--- config.mk ---
export PLATFORM = sky130hd
export DESIGN_NAME = rdp_ctrl
export DESIGN_NICKNAME = d
export VERILOG_FILES = /design/src/rtl/rdp_pkg.sv /design/src/rtl/rdp_gate.sv /design/src/rtl/rdp_ob_ctrl.sv /design/src/rtl/rdp_array.sv /design/src/rtl/rdp_ctrl.sv
export SDC_FILE = /design/constraint.sdc
export NUM_CORES = 1
export LEC_CHECK = 0
export BUFFER_PORTS_ARGS = -buffer_cell sky130_fd_sc_hd__buf_4
export CAP_MARGIN = 20
export CORE_MARGIN = 2
export CORE_UTILIZATION = 56
export CTS_CLUSTER_DIAMETER = 50
export DETAILED_ROUTE_END_ITERATION = 10
export MAX_ROUTING_LAYER = met4
export PLACE_DENSITY = 0.84
export SLEW_MARGIN = 30
export SYNTH_ARGS = -nofsm -noshare
export SYNTH_HDL_FRONTEND = slang
export SYNTH_HIERARCHICAL = 1
export SYNTH_SLANG_ARGS = --single-unit
export TNS_END_PERCENT = 5
--- constraint.sdc ---
create_clock -name clk -period 2.5 [get_ports clk]
set_input_delay 0.25 -clock clk [delete_from_list [all_inputs] [get_ports clk]]
set_output_delay 0.25 -clock clk [all_outputs]
set_load 0.02 [all_outputs]
--- src/rtl/rdp_pkg.sv ---
package rdp_pkg;

    typedef enum logic [1:0] {
        LVL_OPEN = 2'd0,
        LVL_PROT = 2'd1,
        LVL_LOCK = 2'd2
    } lvl_e;

    localparam logic [7:0] OB_OPEN_CODE = 8'hAA;
    localparam logic [7:0] OB_LOCK_CODE = 8'hCC;

    localparam logic [1:0] BOOT_FLASH = 2'd0;

    localparam logic [1:0] OP_READ  = 2'd0;
    localparam logic [1:0] OP_ERASE = 2'd1;

    function automatic lvl_e ob_to_level(input logic [7:0] code);
        if (code == OB_OPEN_CODE)      return LVL_OPEN;
        else if (code == OB_LOCK_CODE) return LVL_LOCK;
        else                           return LVL_PROT;
    endfunction

endpackage

--- src/rtl/rdp_gate.sv ---
module rdp_gate
    import rdp_pkg::*;
(
    input  lvl_e       level,
    input  logic [1:0] boot_src,
    input  logic       dbg_conn,
    input  logic       req,
    input  logic [1:0] op,
    input  logic       stall,
    output logic       grant,
    output logic       buserr,
    output logic       err
);
    logic path_ok;
    logic live;
    logic is_read;

    always_comb begin
        path_ok = (level == LVL_OPEN) || ((boot_src == BOOT_FLASH) && !dbg_conn);
        live    = req && !stall;
        is_read = (op == OP_READ);
        grant   = live && path_ok;
        buserr  = live && !path_ok && is_read;
        err     = live && !path_ok && !is_read;
    end

endmodule

--- src/rtl/rdp_ob_ctrl.sv ---
module rdp_ob_ctrl
    import rdp_pkg::*;
#(
    parameter int         DEPTH    = 16,
    parameter logic [7:0] OB_RESET = 8'hFF,
    parameter int         AW       = $clog2(DEPTH)
) (
    input  logic          clk,
    input  logic          rst_n,
    input  logic          wr_req,
    input  logic [7:0]    wr_data,
    output lvl_e          level,
    output logic          busy,
    output logic          wr_err,
    output logic          sweep_we,
    output logic [AW-1:0] sweep_addr
);
    localparam logic [AW-1:0] LAST = AW'(DEPTH - 1);

    typedef struct packed {
        logic [7:0]    ob;
        logic [7:0]    pend;
        logic          busy;
        logic [AW-1:0] cnt;
        logic          err;
    } ob_state_t;

    ob_state_t s_d, s_q;
    lvl_e      cur_lvl;

    always_comb begin
        cur_lvl = ob_to_level(s_q.ob);
        s_d     = s_q;
        s_d.err = 1'b0;
        if (s_q.busy) begin
            if (wr_req) s_d.err = 1'b1;
            if (s_q.cnt == LAST) begin
                s_d.busy = 1'b0;
                s_d.ob   = s_q.pend;
                s_d.cnt  = '0;
            end else begin
                s_d.cnt = s_q.cnt + 1'b1;
            end
        end else if (wr_req) begin
            if (cur_lvl == LVL_LOCK) begin
                s_d.err = 1'b1;
            end else if ((cur_lvl == LVL_PROT) && (ob_to_level(wr_data) == LVL_OPEN)) begin
                s_d.busy = 1'b1;
                s_d.pend = wr_data;
                s_d.cnt  = '0;
            end else begin
                s_d.ob = wr_data;
            end
        end
    end

    always_ff @(posedge clk or negedge rst_n) begin
        if (!rst_n) begin
            s_q <= '{ob: OB_RESET, pend: OB_RESET, busy: 1'b0, cnt: '0, err: 1'b0};
        end else begin
            s_q <= s_d;
        end
    end

    assign level      = cur_lvl;
    assign busy       = s_q.busy;
    assign wr_err     = s_q.err;
    assign sweep_we   = s_q.busy;
    assign sweep_addr = s_q.cnt;

endmodule

--- src/rtl/rdp_array.sv ---
module rdp_array #(
    parameter int DEPTH = 16,
    parameter int DW    = 32,
    parameter int AW    = $clog2(DEPTH)
) (
    input  logic          clk,
    input  logic          rst_n,
    input  logic          we,
    input  logic [AW-1:0] waddr,
    input  logic [DW-1:0] wdata,
    input  logic [AW-1:0] raddr,
    output logic [DW-1:0] rdata
);
    logic [DW-1:0] mem_d [DEPTH];
    logic [DW-1:0] mem_q [DEPTH];

    always_comb begin
        mem_d = mem_q;
        if (we && (int'(waddr) < DEPTH)) mem_d[waddr] = wdata;
    end

    always_ff @(posedge clk or negedge rst_n) begin
        if (!rst_n) begin
            mem_q <= '{default: '1};
        end else begin
            mem_q <= mem_d;
        end
    end

    assign rdata = (int'(raddr) < DEPTH) ? mem_q[raddr] : '1;

endmodule

--- src/rtl/rdp_ctrl.sv ---
module rdp_ctrl
    import rdp_pkg::*;
#(
    parameter int         DEPTH    = 16,
    parameter int         DW       = 32,
    parameter logic [7:0] OB_RESET = 8'hFF,
    parameter int         AW       = $clog2(DEPTH)
) (
    input  logic          clk,
    input  logic          rst_n,
    input  logic [1:0]    boot_src,
    input  logic          dbg_conn,
    input  logic          acc_req,
    input  logic [1:0]    acc_op,
    input  logic [AW-1:0] acc_addr,
    input  logic [DW-1:0] acc_wdata,
    input  logic          ob_wr_req,
    input  logic [7:0]    ob_wr_data,
    output logic          acc_grant,
    output logic [DW-1:0] acc_rdata,
    output logic          acc_buserr,
    output logic          acc_err,
    output logic          ob_err,
    output logic          dbg_disable,
    output logic          busy,
    output logic [1:0]    prot_level
);
    typedef struct packed {
        logic          grant;
        logic          buserr;
        logic          err;
        logic [DW-1:0] rdata;
    } rsp_t;

    rsp_t          rsp_d, rsp_q;
    lvl_e          level;
    logic          sweep_busy;
    logic          sweep_we;
    logic [AW-1:0] sweep_addr;
    logic          g_grant, g_buserr, g_err;
    logic          mem_we;
    logic [AW-1:0] mem_waddr;
    logic [DW-1:0] mem_wdata;
    logic [DW-1:0] mem_rdata;

    rdp_ob_ctrl #(.DEPTH(DEPTH), .OB_RESET(OB_RESET), .AW(AW)) u_ob (
        .clk        (clk),
        .rst_n      (rst_n),
        .wr_req     (ob_wr_req),
        .wr_data    (ob_wr_data),
        .level      (level),
        .busy       (sweep_busy),
        .wr_err     (ob_err),
        .sweep_we   (sweep_we),
        .sweep_addr (sweep_addr)
    );

    rdp_gate u_gate (
        .level    (level),
        .boot_src (boot_src),
        .dbg_conn (dbg_conn),
        .req      (acc_req),
        .op       (acc_op),
        .stall    (sweep_busy),
        .grant    (g_grant),
        .buserr   (g_buserr),
        .err      (g_err)
    );

    always_comb begin
        mem_we    = sweep_we || (g_grant && (acc_op != OP_READ));
        mem_waddr = sweep_we ? sweep_addr : acc_addr;
        if (sweep_we || (acc_op == OP_ERASE)) mem_wdata = '1;
        else                                  mem_wdata = acc_wdata;
    end

    rdp_array #(.DEPTH(DEPTH), .DW(DW), .AW(AW)) u_mem (
        .clk   (clk),
        .rst_n (rst_n),
        .we    (mem_we),
        .waddr (mem_waddr),
        .wdata (mem_wdata),
        .raddr (acc_addr),
        .rdata (mem_rdata)
    );

    always_comb begin
        rsp_d.grant  = g_grant;
        rsp_d.buserr = g_buserr;
        rsp_d.err    = g_err;
        rsp_d.rdata  = (g_grant && (acc_op == OP_READ)) ? mem_rdata : '0;
    end

    always_ff @(posedge clk or negedge rst_n) begin
        if (!rst_n) rsp_q <= '0;
        else        rsp_q <= rsp_d;
    end

    assign acc_grant   = rsp_q.grant;
    assign acc_buserr  = rsp_q.buserr;
    assign acc_err     = rsp_q.err;
    assign acc_rdata   = rsp_q.rdata;
    assign busy        = sweep_busy;
    assign prot_level  = level;
    assign dbg_disable = (level == LVL_LOCK);

endmodule

Yosys cells after proc, flatten, opt, wreduce, memory -nomap -nowiden
Index checks and enable logic that the tools add are counted.
W data, S select, Z words.
{ "totals": {"word_cells": 98, "output_inout_bits": 40, "regBits": 569, "input_bits": 53} }
{ "classes": {"n_lt_le_gt_ge": 3, "n_addsub": 1, "n_eq_ne": 11, "n_mux": 27, "reduce_logical": 27, "n_bitwise": 4} }
{ "op_table": {"columns": ["operator", "n"], "rows": [
  ["$bwmux W512", 1],
  ["$mux W32", 5],
  ["$bmux W32 S4", 1],
  ["$demux W32 S4", 1],
  ["$eq A8 B8 Y1 const B", 4],
  ["$mux W8", 3],
  ["$mux W22", 1],
  ["$mux W21", 1],
  ["$mux W2", 7],
  ["$mux W13", 1],
  ["$ge A5 B5 Y1 const B", 2],
  ["$logic_and A1 B1 Y1", 10],
  ["$not A4 Y5", 2],
  ["$logic_not A2 Y1", 4],
  ["$mux W4", 2],
  ["$reduce_and A4 Y1", 2],
  ["$mux W6", 1],
  ["$reduce_bool A2 Y1", 3],
  ["$lt A5 B1 Y1 const B", 1],
  ["$add A4 B1 Y4 const B", 1],
  ["$eq A2 B1 Y1 const B", 2],
  ["$eq A4 B4 Y1 const B", 1],
  ["$logic_not A1 Y1", 4],
  ["$ne A2 B1 Y1 const B", 2],
  ["6 further kinds", 11]
]} }

Logic depth before layout (Yosys ltp)
{ "logic_depth": {"ltp_word": 13, "depth_mapped": 11, "ltp_nobuf": 9} }

Cells and area by module
Netlist, hierarchy kept.
{ "modules_own_cells": {"columns": ["module", "instances", "area_each_um2", "cells_each", "seq_area_each_um2"], "rows": [
  ["rdp_array", 1, 23451.2, 1405, 13452.9],
  ["rdp_ctrl", 1, 1517.7, 122, 875.8],
  ["rdp_ob_ctrl", 1, 1173.6, 102, 570.5],
  ["rdp_gate", 1, 43.8, 6, 0.0]
]} }

Worst setup path after synthesis
Ideal clock, no wire load.
{ "synth_timing": {"kind": "register to register", "start": "reg u_ob/s_q[20] (netlist name)", "end": "reg u_mem/mem_q[480] (netlist name)", "n_path_buf": 1, "setup_ps": 82, "slack_ps": -627, "arrival_ps": 3045, "required_ps": 2418, "path_stages_with_launch": 11, "synth_period_minus_slack_ps": 3127, "path_cell_list": "dfstp_2 and4bb_1 o21ai_0 o32ai_2 nor2b_1 o21ai_0 nand2b_1 nor3b_2 nand2_1 buf_1 mux2_2"} }
{ "synth_via": {"elab_chain_cells": 8, "elab_cells_between_ends": 9, "classes_between": "2 x eq/ne; 2 x mux; 5 x reduce/logical"} }
{ "synth_lines": {"columns": ["element", "line", "rtl"], "rows": [
  ["start, declared", "rdp_ob_ctrl.sv:28", "ob_state_t s_d, s_q;"],
  ["start signal, assigned", "rdp_ob_ctrl.sv:59", "s_q <= '{ob: OB_RESET, pend: OB_RESET, busy: 1'b0, cnt: '0, err: 1'b0};"],
  ["$eq A8 B8 Y1", "rdp_pkg.sv:19", "else if (code == OB_LOCK_CODE) return LVL_LOCK;"],
  ["$mux W2", "rdp_pkg.sv:19", null],
  ["$mux W2 (*)", "rdp_pkg.sv:18", "if (code == OB_OPEN_CODE) return LVL_OPEN;"],
  ["net prot_level[0]", "rdp_ctrl.sv:26", "output logic [1:0] prot_level"],
  ["$logic_not A2 Y1 (*)", "rdp_gate.sv:19", "path_ok = (level == LVL_OPEN) || ((boot_src == BOOT_FLASH) && !dbg_conn);"],
  ["$logic_or A1 B1 Y1 (*)", "rdp_gate.sv:19", null],
  ["$logic_and A1 B1 Y1 (*)", "rdp_gate.sv:22", "grant = live && path_ok;"],
  ["net g_grant", "rdp_ctrl.sv:40", "logic g_grant, g_buserr, g_err;"],
  ["$logic_and A1 B1 Y1 (*)", "rdp_ctrl.sv:71", "mem_we = sweep_we || (g_grant && (acc_op != OP_READ));"],
  ["$logic_or A1 B1 Y1 (*)", "rdp_ctrl.sv:71", null],
  ["net mem_we", "rdp_ctrl.sv:41", "logic mem_we;"],
  ["end signal, assigned", "rdp_array.sv:26", "mem_q <= mem_d;"],
  ["end, declared", "rdp_array.sv:15", "logic [DW-1:0] mem_q [DEPTH];"]
]} }
The timed path passes the listed nets; every way through them passes the cells marked *.
A chain may end at the register's enable or synchronous reset.

Worst setup path in the final report
{ "layout_timing": {"start": "reg u_ob/s_q[16] (netlist name)", "end": "reg u_mem/mem_q[379] (netlist name)"} }
{ "layout_via": {"elab_chain_cells": 8, "elab_cells_between_ends": 9, "classes_between": "2 x eq/ne; 2 x mux; 5 x reduce/logical"} }
{ "layout_lines": {"columns": ["element", "line"], "rows": [
  ["$eq A8 B8 Y1", "rdp_pkg.sv:19"],
  ["$mux W2", "rdp_pkg.sv:19"],
  ["$mux W2 (*)", "rdp_pkg.sv:18"],
  ["$logic_not A2 Y1 (*)", "rdp_gate.sv:19"],
  ["$logic_or A1 B1 Y1 (*)", "rdp_gate.sv:19"],
  ["$logic_and A1 B1 Y1 (*)", "rdp_gate.sv:22"],
  ["net g_grant", "rdp_ctrl.sv:40"],
  ["$logic_and A1 B1 Y1 (*)", "rdp_ctrl.sv:71"],
  ["$logic_or A1 B1 Y1 (*)", "rdp_ctrl.sv:71"],
  ["net mem_we", "rdp_ctrl.sv:41"]
]} }
Marked as above.

==> run_results.csv <==
group,metric,value,unit
logic_synthesis,yosys.area_share.adder,0.0478,%
floorplanning,start_util,56.5,%
final_layout,nFillCells,2893,
logic_synthesis,yosysSeqAreaShare,56.9,%
grt,overflow,0,
cts,clockBufferDepth,3,
setup_path,r2r-start,"u_ob/s_q[16]",
final_layout,final_area,31400,um2
grt,grt_max_degree,82,
setup_path,critPathMaxFanout,7,
grt,met3_usage,4.77,%
cts,clock_sinks,569,
floorplanning,die_y,220,um
grt,grt_pass1_vias,16800,
cts,root_buffer,"clkbuf_16",
worst_hold_path,hold_depth,3,
sta,maxSlewHeadroom,56.8,%
worst_hold_path,hold_class,"input port to flop",
logic_synthesis,async_reset_ff_share,100,%
sta,min_period_over_period,112,%
setup_path,critPathArrivalTime,3.34,ns
floorplanning,die_area,48500,um2
pwr,ir_worst_vdd,665,uV
placement,post_dp_cell_area,28200,um2
logic_synthesis,synth_compound_area_share,3.56,%
grt,antenna_found_initial,0,
worst_hold_path,min_to,"acc_err",
cts,clock_latency,0.62,ns
setup_path,cp-end-kind,"flop",
final_layout,final_common_cell,"dfstp_2",
grt,use_met2,43.7,%
cts,cts_tree,"built",
flow_run,maxCapViolCount,0,
grt,track_usage,27.9,%
logic_synthesis,yosys.cell_types.count,51,
grt,gr-max-usage-layer,"met2",
placement,numPortBuffers,92,
sta,rsz0062_at_grt,"true",
detailed_routing,totalWireLength,65100,um
detailed_routing,drc,0,
detailed_routing,drt_iter0_drc,984,
pwr,power_leakage,12.1,nW
sta,finalSetupViolCount,512,
setup_path,path_class,"flop to flop",
logic_synthesis,synthCells,1635,
setup_path,reg2reg_slack,-0.31,ns
floorplanning,num_rows,79,
grt,use_met1,36.4,%
sta,finalMaxSlewViolations,0,
floorplanning,fp.dieW,220,um
detailed_routing,num_vias,15200,
worst_hold_path,min_from,"acc_op[0]",
sta,max_freq,0.356,GHz
floorplanning,boundaryPins,93,
status,status,"complete, but fails checks",
logic_synthesis,synth_xor_area_share,0.0334,%
sta,tightest_slew,0.648,ns
placement,globalplace.congestion,0.819,
logic_synthesis,synthesis.area,26200,um2
final_layout,drive_above_1_share,83.7,%
logic_synthesis,ys_ff_latch,569,
cts,cts_made_buffers,57,
final_layout,antenna_cells,0,
final_layout,postLayoutCoreUtil,67.7,%
detailed_routing,drtAntennaViolNets,0,
logic_synthesis,synth-simple-area-share,3.04,%
logic_synthesis,synthFlopType,"dfstp_2",
final_layout,final_cell_mix,"528 x dfstp_2, 265 x mux2_4, 259 x mux2_2, 136 x buf_4, 128 x mux4_2",
logic_synthesis,synth.avg_cell_area,16.0,um2
setup_path,reg2reg_depth,13,
final_layout,syn_to_final_growth,19.8,%
cts,clkTransAtPathRegs,0.06,ns
setup_path,start_kind,"flop",
grt,grt_pass1_wl,99300,um
logic_synthesis,synth_top_family_by_area,"multiplexers",
cts,htreeDepth,2,
logic_synthesis,ys_warn_count,6,
logic_synthesis,syn_nets,1689,
logic_synthesis,synth_edf_count,0,
setup_path,required,3.04,ns
sta,setup_ws,-0.308,ns
detailed_routing,via_per_inst,6.37,
floorplanning,fp.coreArea,46400,um2
final_layout,final_net_count,1791,
setup_path,r2r_end,"u_mem/mem_q[379]",
placement,dp_hpwl,36000,um
sta,finClkSkew,0.0161,ns
status,violations,"negative setup slack",
sta,period_needed,2.81,ns
detailed_routing,wl_per_cell,27.2,um
sta,hold_viol,0,
logic_synthesis,muxShareOfSynthArea,33.7,%
detailed_routing,dr.pass1.iters,5,
pwr,power_density,702,nW/um2
-- worst max-delay path: stages, from the launching register on --
cell      delay (ns)
dfstp_2         0.53
buf_4           0.11
and4bb_1        0.22
o21ai_4         0.20
o32ai_4         0.11
nor2b_4         0.15
o21ai_2         0.07
nand2b_1        0.14
nor3b_4         0.19
buf_4           0.15
nand3b_1        0.08
buf_4           0.19
buf_4           0.23
mux2_2          0.36
-- area by class of cell --
class	instances	area, um2	share of cell area [%]
Tap cell	607	759	2.42
Sequential cell	569	14900	47.5
Clock inverter	18	239	0.762
Timing Repair Buffer	194	2090	6.65
Inverter	2	7.51	0.0239
Multi-Input combinational cell	913	11700	37.3
Clock buffer	87	1670	5.33
-- flip-flops by register name (all words and copies together) (netlist names) --
signal and flops:
acc_err 1, acc_buserr 1, u_ob/sweep_addr 4, acc_rdata 32, u_ob/busy 1, u_ob/wr_err 1, u_mem/mem_q 512, u_ob/s_q 16
acc_grant 1
-- timing repair --
action	4_1_cts	5_1_grt
setup endpoints to repair	512	512
buffers inserted	4	3
hold buffers	5	0
pin swaps	7	2
gates cloned	4	2
endpoints found under the hold margin	30	0
resized for setup	243	34
-- routing by layer --
layer | part of all wire, % | vias up
met5 | 0 | -
met2 | 49 | 522
li1 | - | 6256
met3 | 6.5 | 146
met4 | 3.5 | 0
met1 | 41 | 8294
-- power by group --
| group | internal [mW] | switching [mW] |
|---|---|---|
| Sequential | 10.4 | 0.406 |
| Combinational | 1.35 | 1.17 |
| Clock | 5.11 | 3.58 |
| Total | 16.9 | 5.15 |
-- synthesized netlist by cell type (2+ instances only) --
cell type  instances  area share (%)
or2_2              4           0.096
dfrtp_1           41             3.9
nand3_1            2           0.038
mux4_2           128              11
mux2_1             6            0.26
clkbuf_2           4           0.076
a22oi_1           64             1.8
o21ai_0           12            0.23
clkbuf_8           3            0.16
nor2_1            15            0.21
clkbuf_1          66            0.95
mux2_2           509              22
nor2b_1            8            0.19
buf_4              5            0.14
or3_1              2           0.048
nand4bb_1          4            0.17
nand3b_1           4            0.11
nand2_1           43            0.62
buf_2             68             1.3
mux2_4             9            0.52
a211o_1           32             1.1
a22o_1             3            0.10
buf_1              4           0.057
dfstp_2          528              53
nand2b_1          13            0.31
and2_1            33            0.79
-- worst max path at each step --
stage,slack [ns],to,start
2_1_floorplan,-0.12,u_mem/mem_q[449],u_ob/s_q[16]
6_report,-0.31,u_mem/mem_q[379],u_ob/s_q[16]
3_3_place_gp,-0.24,u_mem/mem_q[478],u_ob/s_q[16]
3_5_place_dp,-0.30,u_mem/mem_q[478],u_ob/s_q[16]
5_1_grt,-0.39,u_mem/mem_q[379],u_ob/s_q[16]
4_1_cts,-0.24,u_mem/mem_q[310],u_ob/s_q[20]
-- logic make-up (layout without fill, tap and decap cells) --
group / Yosys count / in the layout
xor gates and xnor gates: 1 / 1
and+or+nand+nor: 140 / 140
muxes: 652 / 652
adders and majority gates: 1 / 1
AOI/OAI and AO/OA: 119 / 119
DFF: 569 / 569
buffers and inverters: 153 / 301
-- metrics by stage --
stage               setup WS [ns]  TNS [ns]  cells  hold WS [ns]  power (mW)
detailed placement         -0.303    -94.90   2267         0.274        13.1
floorplan                  -0.119    -19.12   1635       -0.0456        12.3
global route               -0.394   -133.07   2390        0.0824        22.8
global placement           -0.238    -62.83   2267         0.269        12.9
finish                     -0.308    -86.50   2390        0.0612        22.0
CTS                        -0.244    -70.85   2385        0.0114        22.1
Power figures use the tool's default switching activity.
